===== config.mk =====
export PLATFORM = sky130hd
export DESIGN_NAME = line_irq_timer
export DESIGN_NICKNAME = d
export VERILOG_FILES = /design/src/rtl/line_irq_pkg.sv /design/src/rtl/line_irq_regs.sv /design/src/rtl/line_prescale.sv /design/src/rtl/line_tick_counter.sv /design/src/rtl/line_irq_timer.sv
export SDC_FILE = /design/constraint.sdc
export NUM_CORES = 1
export LEC_CHECK = 0
export BUFFER_PORTS_ARGS = -buffer_cell sky130_fd_sc_hd__buf_2
export CORE_ASPECT_RATIO = 1.25
export CORE_UTILIZATION = 30
export CTS_BUF_LIST = sky130_fd_sc_hd__clkbuf_4 sky130_fd_sc_hd__clkbuf_8 sky130_fd_sc_hd__clkbuf_16
export CTS_CLUSTER_SIZE = 25
export DETAILED_ROUTE_END_ITERATION = 7
export GPL_TIMING_DRIVEN = 0
export PLACE_DENSITY = 0.54
export SLEW_MARGIN = 10
export SYNTH_ARGS = -nofsm -noshare
export SYNTH_HDL_FRONTEND = slang
export SYNTH_SLANG_ARGS = --single-unit

===== constraint.sdc =====
create_clock -name clk -period 2.69 [get_ports clk]
set_input_delay 0.1345 -clock clk [delete_from_list [all_inputs] [get_ports clk]]
set_output_delay 0.1345 -clock clk [all_outputs]
set_load 0.01 [all_outputs]

===== src/rtl/line_irq_pkg.sv =====
package line_irq_pkg;
   localparam int NIB_W = 4;
   typedef logic [NIB_W-1:0] nib_t;
endpackage


===== src/rtl/line_irq_regs.sv =====
module line_irq_regs
   import line_irq_pkg::*;
#(
   parameter int ADDR_W     = 16,
   parameter int DATA_W     = 8,
   parameter int CNT_W      = 8,
   parameter int REG_BASE   = 'hF000,
   parameter int REG_STRIDE = 4,
   parameter int EN_BIT     = 1
) (
   input  logic              clk,
   input  logic              rst_n,
   input  logic              wr_en,
   input  logic [ADDR_W-1:0] wr_addr,
   input  logic [DATA_W-1:0] wr_data,
   output logic [CNT_W-1:0]  latch_o,
   output logic              en_o,
   output logic              load_o,
   output logic              ack_o
);
   localparam int NIBS = CNT_W / NIB_W;
   localparam logic [ADDR_W-1:0] CTRL_ADDR = ADDR_W'(REG_BASE + NIBS * REG_STRIDE);

   initial begin
      assert (CNT_W % NIB_W == 0) else $error("CNT_W must be a multiple of 4");
      assert (EN_BIT < DATA_W) else $error("EN_BIT outside data bus");
   end

   logic [NIBS-1:0] nib_hit;
   logic            unused_data;
   logic            en_q;

   assign unused_data = ^wr_data;

   for (genvar i = 0; i < NIBS; i++) begin : g_nib
      localparam logic [ADDR_W-1:0] NIB_ADDR = ADDR_W'(REG_BASE + i * REG_STRIDE);
      nib_t nib_q;
      assign nib_hit[i] = wr_en && (wr_addr == NIB_ADDR);
      always_ff @(posedge clk) begin
         if (!rst_n)          nib_q <= '0;
         else if (nib_hit[i]) nib_q <= wr_data[NIB_W-1:0];
      end
      assign latch_o[i*NIB_W +: NIB_W] = nib_q;
   end

   assign load_o = wr_en && (wr_addr == CTRL_ADDR);
   assign ack_o  = load_o || (|nib_hit);

   always_ff @(posedge clk) begin
      if (!rst_n)      en_q <= 1'b0;
      else if (load_o) en_q <= wr_data[EN_BIT];
   end
   assign en_o = en_q;
endmodule


===== src/rtl/line_prescale.sv =====
module line_prescale #(
   parameter int STEP   = 3,
   parameter int PERIOD = 341
) (
   input  logic clk,
   input  logic rst_n,
   input  logic clr_i,
   input  logic adv_i,
   output logic tick_o
);
   localparam int PS_W = $clog2(PERIOD + STEP);
   localparam logic [PS_W-1:0] STEP_V = PS_W'(STEP);
   localparam logic [PS_W-1:0] PER_V  = PS_W'(PERIOD);

   initial begin
      assert (STEP > 0 && STEP < PERIOD) else $error("STEP must lie in 1..PERIOD-1");
   end

   logic [PS_W-1:0] acc_q, sum;

   assign sum    = acc_q + STEP_V;
   assign tick_o = adv_i && !clr_i && (sum >= PER_V);

   always_ff @(posedge clk) begin
      if (!rst_n || clr_i) acc_q <= '0;
      else if (adv_i)      acc_q <= tick_o ? sum - PER_V : sum;
   end


   prsc_hold_chk: assert property (@(posedge clk) disable iff (!rst_n)
      (!adv_i && !clr_i) |=> $stable(acc_q));

   prsc_clr_chk: assert property (@(posedge clk) disable iff (!rst_n)
      clr_i |=> (acc_q == '0));

   prsc_range_chk: assert property (@(posedge clk) disable iff (!rst_n)
      tick_o |=> (acc_q < PER_V));
endmodule


===== src/rtl/line_tick_counter.sv =====
module line_tick_counter #(
   parameter int CNT_W = 8
) (
   input  logic             clk,
   input  logic             rst_n,
   input  logic             load_i,
   input  logic [CNT_W-1:0] latch_i,
   input  logic             tick_i,
   output logic             ovf_o
);
   logic [CNT_W:0] cnt_q, inc;

   assign inc   = cnt_q + 1'b1;
   assign ovf_o = tick_i && !load_i && inc[CNT_W];

   always_ff @(posedge clk) begin
      if (!rst_n)                cnt_q <= '0;
      else if (load_i || ovf_o)  cnt_q <= {1'b0, latch_i};
      else if (tick_i)           cnt_q <= inc;
   end


   cnt_load_chk: assert property (@(posedge clk) disable iff (!rst_n)
      load_i |=> (cnt_q == {1'b0, $past(latch_i)}));

   cnt_reload_chk: assert property (@(posedge clk) disable iff (!rst_n)
      ovf_o |=> (cnt_q == {1'b0, $past(latch_i)}));

   cnt_hold_chk: assert property (@(posedge clk) disable iff (!rst_n)
      (!load_i && !tick_i) |=> $stable(cnt_q));
endmodule


===== src/rtl/line_irq_timer.sv =====
module line_irq_timer #(
   parameter int ADDR_W     = 16,
   parameter int DATA_W     = 8,
   parameter int CNT_W      = 8,
   parameter int STEP       = 3,
   parameter int PERIOD     = 341,
   parameter int REG_BASE   = 'hF000,
   parameter int REG_STRIDE = 4,
   parameter int EN_BIT     = 1
) (
   input  logic              clk,
   input  logic              rst_n,
   input  logic              cpu_ce,
   input  logic              wr_en,
   input  logic [ADDR_W-1:0] wr_addr,
   input  logic [DATA_W-1:0] wr_data,
   output logic              irq
);
   logic [CNT_W-1:0] latch;
   logic en, load, ack, tick, ovf, irq_q;

   line_irq_regs #(
      .ADDR_W(ADDR_W), .DATA_W(DATA_W), .CNT_W(CNT_W),
      .REG_BASE(REG_BASE), .REG_STRIDE(REG_STRIDE), .EN_BIT(EN_BIT)
   ) u_regs (
      .clk(clk), .rst_n(rst_n), .wr_en(wr_en), .wr_addr(wr_addr),
      .wr_data(wr_data), .latch_o(latch), .en_o(en), .load_o(load), .ack_o(ack)
   );

   line_prescale #(.STEP(STEP), .PERIOD(PERIOD)) u_pre (
      .clk(clk), .rst_n(rst_n), .clr_i(load), .adv_i(en && cpu_ce), .tick_o(tick)
   );

   line_tick_counter #(.CNT_W(CNT_W)) u_cnt (
      .clk(clk), .rst_n(rst_n), .load_i(load), .latch_i(latch),
      .tick_i(tick), .ovf_o(ovf)
   );

   always_ff @(posedge clk) begin
      if (!rst_n)   irq_q <= 1'b0;
      else if (ovf) irq_q <= 1'b1;
      else if (ack) irq_q <= 1'b0;
   end
   assign irq = irq_q;


   irq_set_chk: assert property (@(posedge clk) disable iff (!rst_n)
      ovf |=> irq);

   irq_ack_chk: assert property (@(posedge clk) disable iff (!rst_n)
      (ack && !ovf) |=> !irq);

   irq_hold_chk: assert property (@(posedge clk) disable iff (!rst_n)
      (irq && !ack) |=> irq);
endmodule


==> results.py <==
metrics = {
    "final_layout": {
        "num_antenna_cells": 0,
        "area_delta_synth_final_pct": 30.0,
        "final_area_um2": 2410,
        "final_nets": 312,
        "drive_gt1_share_pct": 29.9,
        "regArea_um2": 569,
        "fill_cells": 627,
        "multi_input_area_um2": 1330,
    },
    "sta": {
        "fin_skew_ps": 3.36,
        "final.setup.worst_slack_ps": 77.6,
        "finalSetupViolCount": 0,
        "fmax_mhz": 383,
        "slew_headroom_pct": 26.6,
        "finalSetupTns_ps": 0,
        "post-route-min-period_ps": 2610,
        "finalMaxSlewViolations": 0,
        "worstMarginPinSlew_ps": 1090,
        "fin_crit_sh_pct": 97.1,
        "rsz0062_at_grt": "yes",
        "whs_ps": 103,
        "hold_viol": 0,
    },
    "setup_path": {
        "path_max_fanout": 6,
        "cp-start-kind": "flip-flop",
        "cp.arrival_ps": 2780,
        "crit_start": "u_pre.acc_q[0]",
        "critical_path_class": "reg -> reg",
        "required_ps": 2850,
        "rr_startpoint": "u_pre.acc_q[0]",
        "crit_path_end_kind": "flip-flop",
    },
    "routing": {
        "initialDrtViolationCount": 61,
        "routed-via-count": 1842,
        "wire_per_inst_um": 13.7,
        "drt_wl_total_mm": 4.94,
        "ant_nets": 0,
        "via_per_inst": 5.12,
        "dr.pass1.iters": 4,
        "drc_errors": 0,
    },
    "power_and_ir_drop": {
        "pwr-share-clk_pct": 34.3,
        "power_density_nw_per_um2": 281,
        "swShare_pct": 22.1,
        "combPwrFrac_pct": 4.9,
        "ir_worst_vdd_v": 0.000216,
        "power_switching_mw": 0.150,
        "p_leak_nw": 0.929,
        "seq_power_share_pct": 60.7,
        "p_int_mw": 0.529,
    },
    "clocking": {
        "clk_pin_slew_ps": 90,
        "htreeDepth": 1,
        "numClockSinks": 28,
        "clock_latency_ps": 280,
        "cts_buffer_depth": 2,
        "cts_tree": "done",
        "cts_buffers": 3,
        "cts_hold_buf": 0,
        "root_buffer": "clkbuf_8",
    },
    "die": {
        "start_util_pct": 31.5,
        "die_height_um": 89.9,
        "dieArea_um2": 6500,
        "die-width_um": 72.3,
        "design.core.area_um2": 5900,
        "num_rows": 31,
        "pin_count": 29,
    },
    "hold_path": {
        "hold_start": "wr_data[2]",
        "hold_path.class": "in -> reg",
    },
    "synth": {
        "yosysWarnings": 0,
        "synthSimpleGateAreaFrac_pct": 29.1,
        "synth_fa_ha_area_share_pct": 2.70,
        "seq_area_frac_synth_pct": 30.2,
        "syn_avg_cell_area_um2": 7.89,
        "synth-xor-area-share_pct": 7.09,
        "synth-edff-count": 0,
        "syn-cell-area_um2": 1850,
        "ys.flop_type": "dfxtp_1",
        "synth_top_family_by_area": "simple AND/OR/NAND/NOR gates",
        "synth_seq_cells": 28,
        "async_flop_share_pct": 0,
        "syn-num-nets": 267,
        "synth_cell_types": 52,
        "synth_compound_area_share_pct": 21.3,
        "muxShareOfSynthArea_pct": 4.93,
        "synthCells": 235,
    },
    "global_route": {
        "grt_max_degree": 15,
        "antenna_found_initial": 0,
        "grt_pass1_wl_mm": 8.20,
        "overflow": 0,
        "grt.total_usage_pct": 15.4,
        "grt_pass1_vias": 1803,
    },
    "place": {
        "gp_congestion": 0.777,
        "placedInstanceArea_um2": 2070,
        "io_buffers": 23,
        "hpwl_mm": 3.44,
        "place_ws_ps": -305,
    },
    "flow_run": {
        "max_cap_viol_count": 0,
    },
    "status": {
        "status": "finished clean",
    },
}
[cell usage after synthesis (3+ instances only)]
master,number,share of area [%]
a21o_1,5,2.0
a21oi_1,18,4.9
a31oi_1,4,1.3
and2_1,3,1.0
and3_1,7,2.4
buf_2,5,1.3
dfxtp_1,28,30
ha_1,4,2.7
inv_1,6,1.2
mux2i_1,8,4.3
nand2_1,26,5.3
nand3_1,10,2.7
nand3b_1,3,1.2
nand4_1,4,1.3
nor2_1,22,4.5
nor3_1,5,1.3
nor4_1,3,1.0
o211ai_1,4,1.6
o21ai_0,11,3.0
o22ai_1,4,1.3
or3_1,4,1.3
xnor2_1,12,5.7
xor2_1,3,1.4
[worst max-delay path, cell delays in order, from the launching register on]
cell       delay, ps
dfxtp_4          380
buf_8            140
o211ai_4         190
and2b_2          270
xnor2_2          150
or4_4            570
a32o_2           290
a2111oi_4        290
xnor2_1          160
nor2_1            50
[timing repair]
action,in CTS,in global routing
setup buffers,9,9
gates cloned,0,1
resized for setup,22,19
endpoints found under the setup margin,17,13
pin swaps,8,11
[logic make-up (layout without fill, tap and decap cells)]
kind of cell,count (synthesis),count (layout)
flops,28,28
compound gates,60,60
xor+xnor,15,15
fa+ha+maj,4,4
buf+inv,16,59
simple gates,103,103
mux,9,9
[power groups by stage]
stage	registers (mW)	logic [mW]	clock network, mW
2_1_floorplan	0.424	0.0111	0
3_3_place_gp	0.424	0.0327	0
3_5_place_dp	0.424	0.0335	0
4_1_cts	0.413	0.0337	0.243
5_1_grt	0.412	0.0376	0.261
6_report	0.412	0.0333	0.233
[worst paths after layout]
path                         endpoint  slack, ps  depth (start not counted)
max reg2reg            u_pre.acc_q[3]         80                          9
min reg2reg               u_regs.en_o        470                          2
min          u_regs.g_nib[0].nib_q[2]        100                          3
max                    u_pre.acc_q[3]         80                          9
[stage by stage]
stage          power [mW]  util, %  std cells
6_report            0.678     40.9        360
5_1_grt             0.711     40.9        360
4_1_cts             0.690     38.4        352
3_5_place_dp        0.457     35.1        340
3_3_place_gp        0.457     35.1        340
2_1_floorplan       0.435        -        235
[layout make-up]
type,count,area share [%]
plain buffers,8,2.54
inverters,6,1.14
clock buffers,3,1.71
well taps,82,4.26
flip-flops and latches,28,23.6
repair buffers,42,11.7
multi-input cells,191,55.0
[sequential cells by signal, indices dropped and copies added, names as in the netlist]
| signal | cells |
|---|---|
| u_cnt.cnt_q | 9 |
| u_pre.acc_q | 9 |
| u_regs.g_nib.nib_q | 8 |
| irq | 1 |
| u_regs.en_o | 1 |
[cell usage in the layout, fill, tap and decap left out, types with 2 or more instances in the layout]
cell type / n
nand2_1: 26
a21oi_1: 15
mux2i_1: 8
nor4_1: 3
buf_4: 19
a21o_1: 5
inv_1: 5
nor3_2: 2
or4_1: 2
nand3b_1: 3
xnor2_1: 11
nor2_1: 21
and3_1: 6
o211ai_1: 4
a21oi_2: 3
clkbuf_1: 2
ha_1: 3
or3_1: 3
nor3_1: 3
buf_8: 2
buf_2: 24
dfxtp_1: 25
dfxtp_4: 2
and2_1: 3
a31oi_1: 4
clkbuf_8: 3
o21a_1: 2
o21ai_0: 11
nand3_1: 9
nand4_1: 4
a31o_2: 2
xor2_1: 3
o22ai_1: 4
[layer usage]
layer | up-vias | global-route usage, % | share of wire (%)
li1 | 949 | - | -
met1 | 858 | 18.5 | 43
met2 | 26 | 28.0 | 52
met3 | 9 | 1.35 | 2.4
met4 | 0 | 5.39 | 1.9
met5 | - | 0 | 0
(Power assumes the default switching activity.)
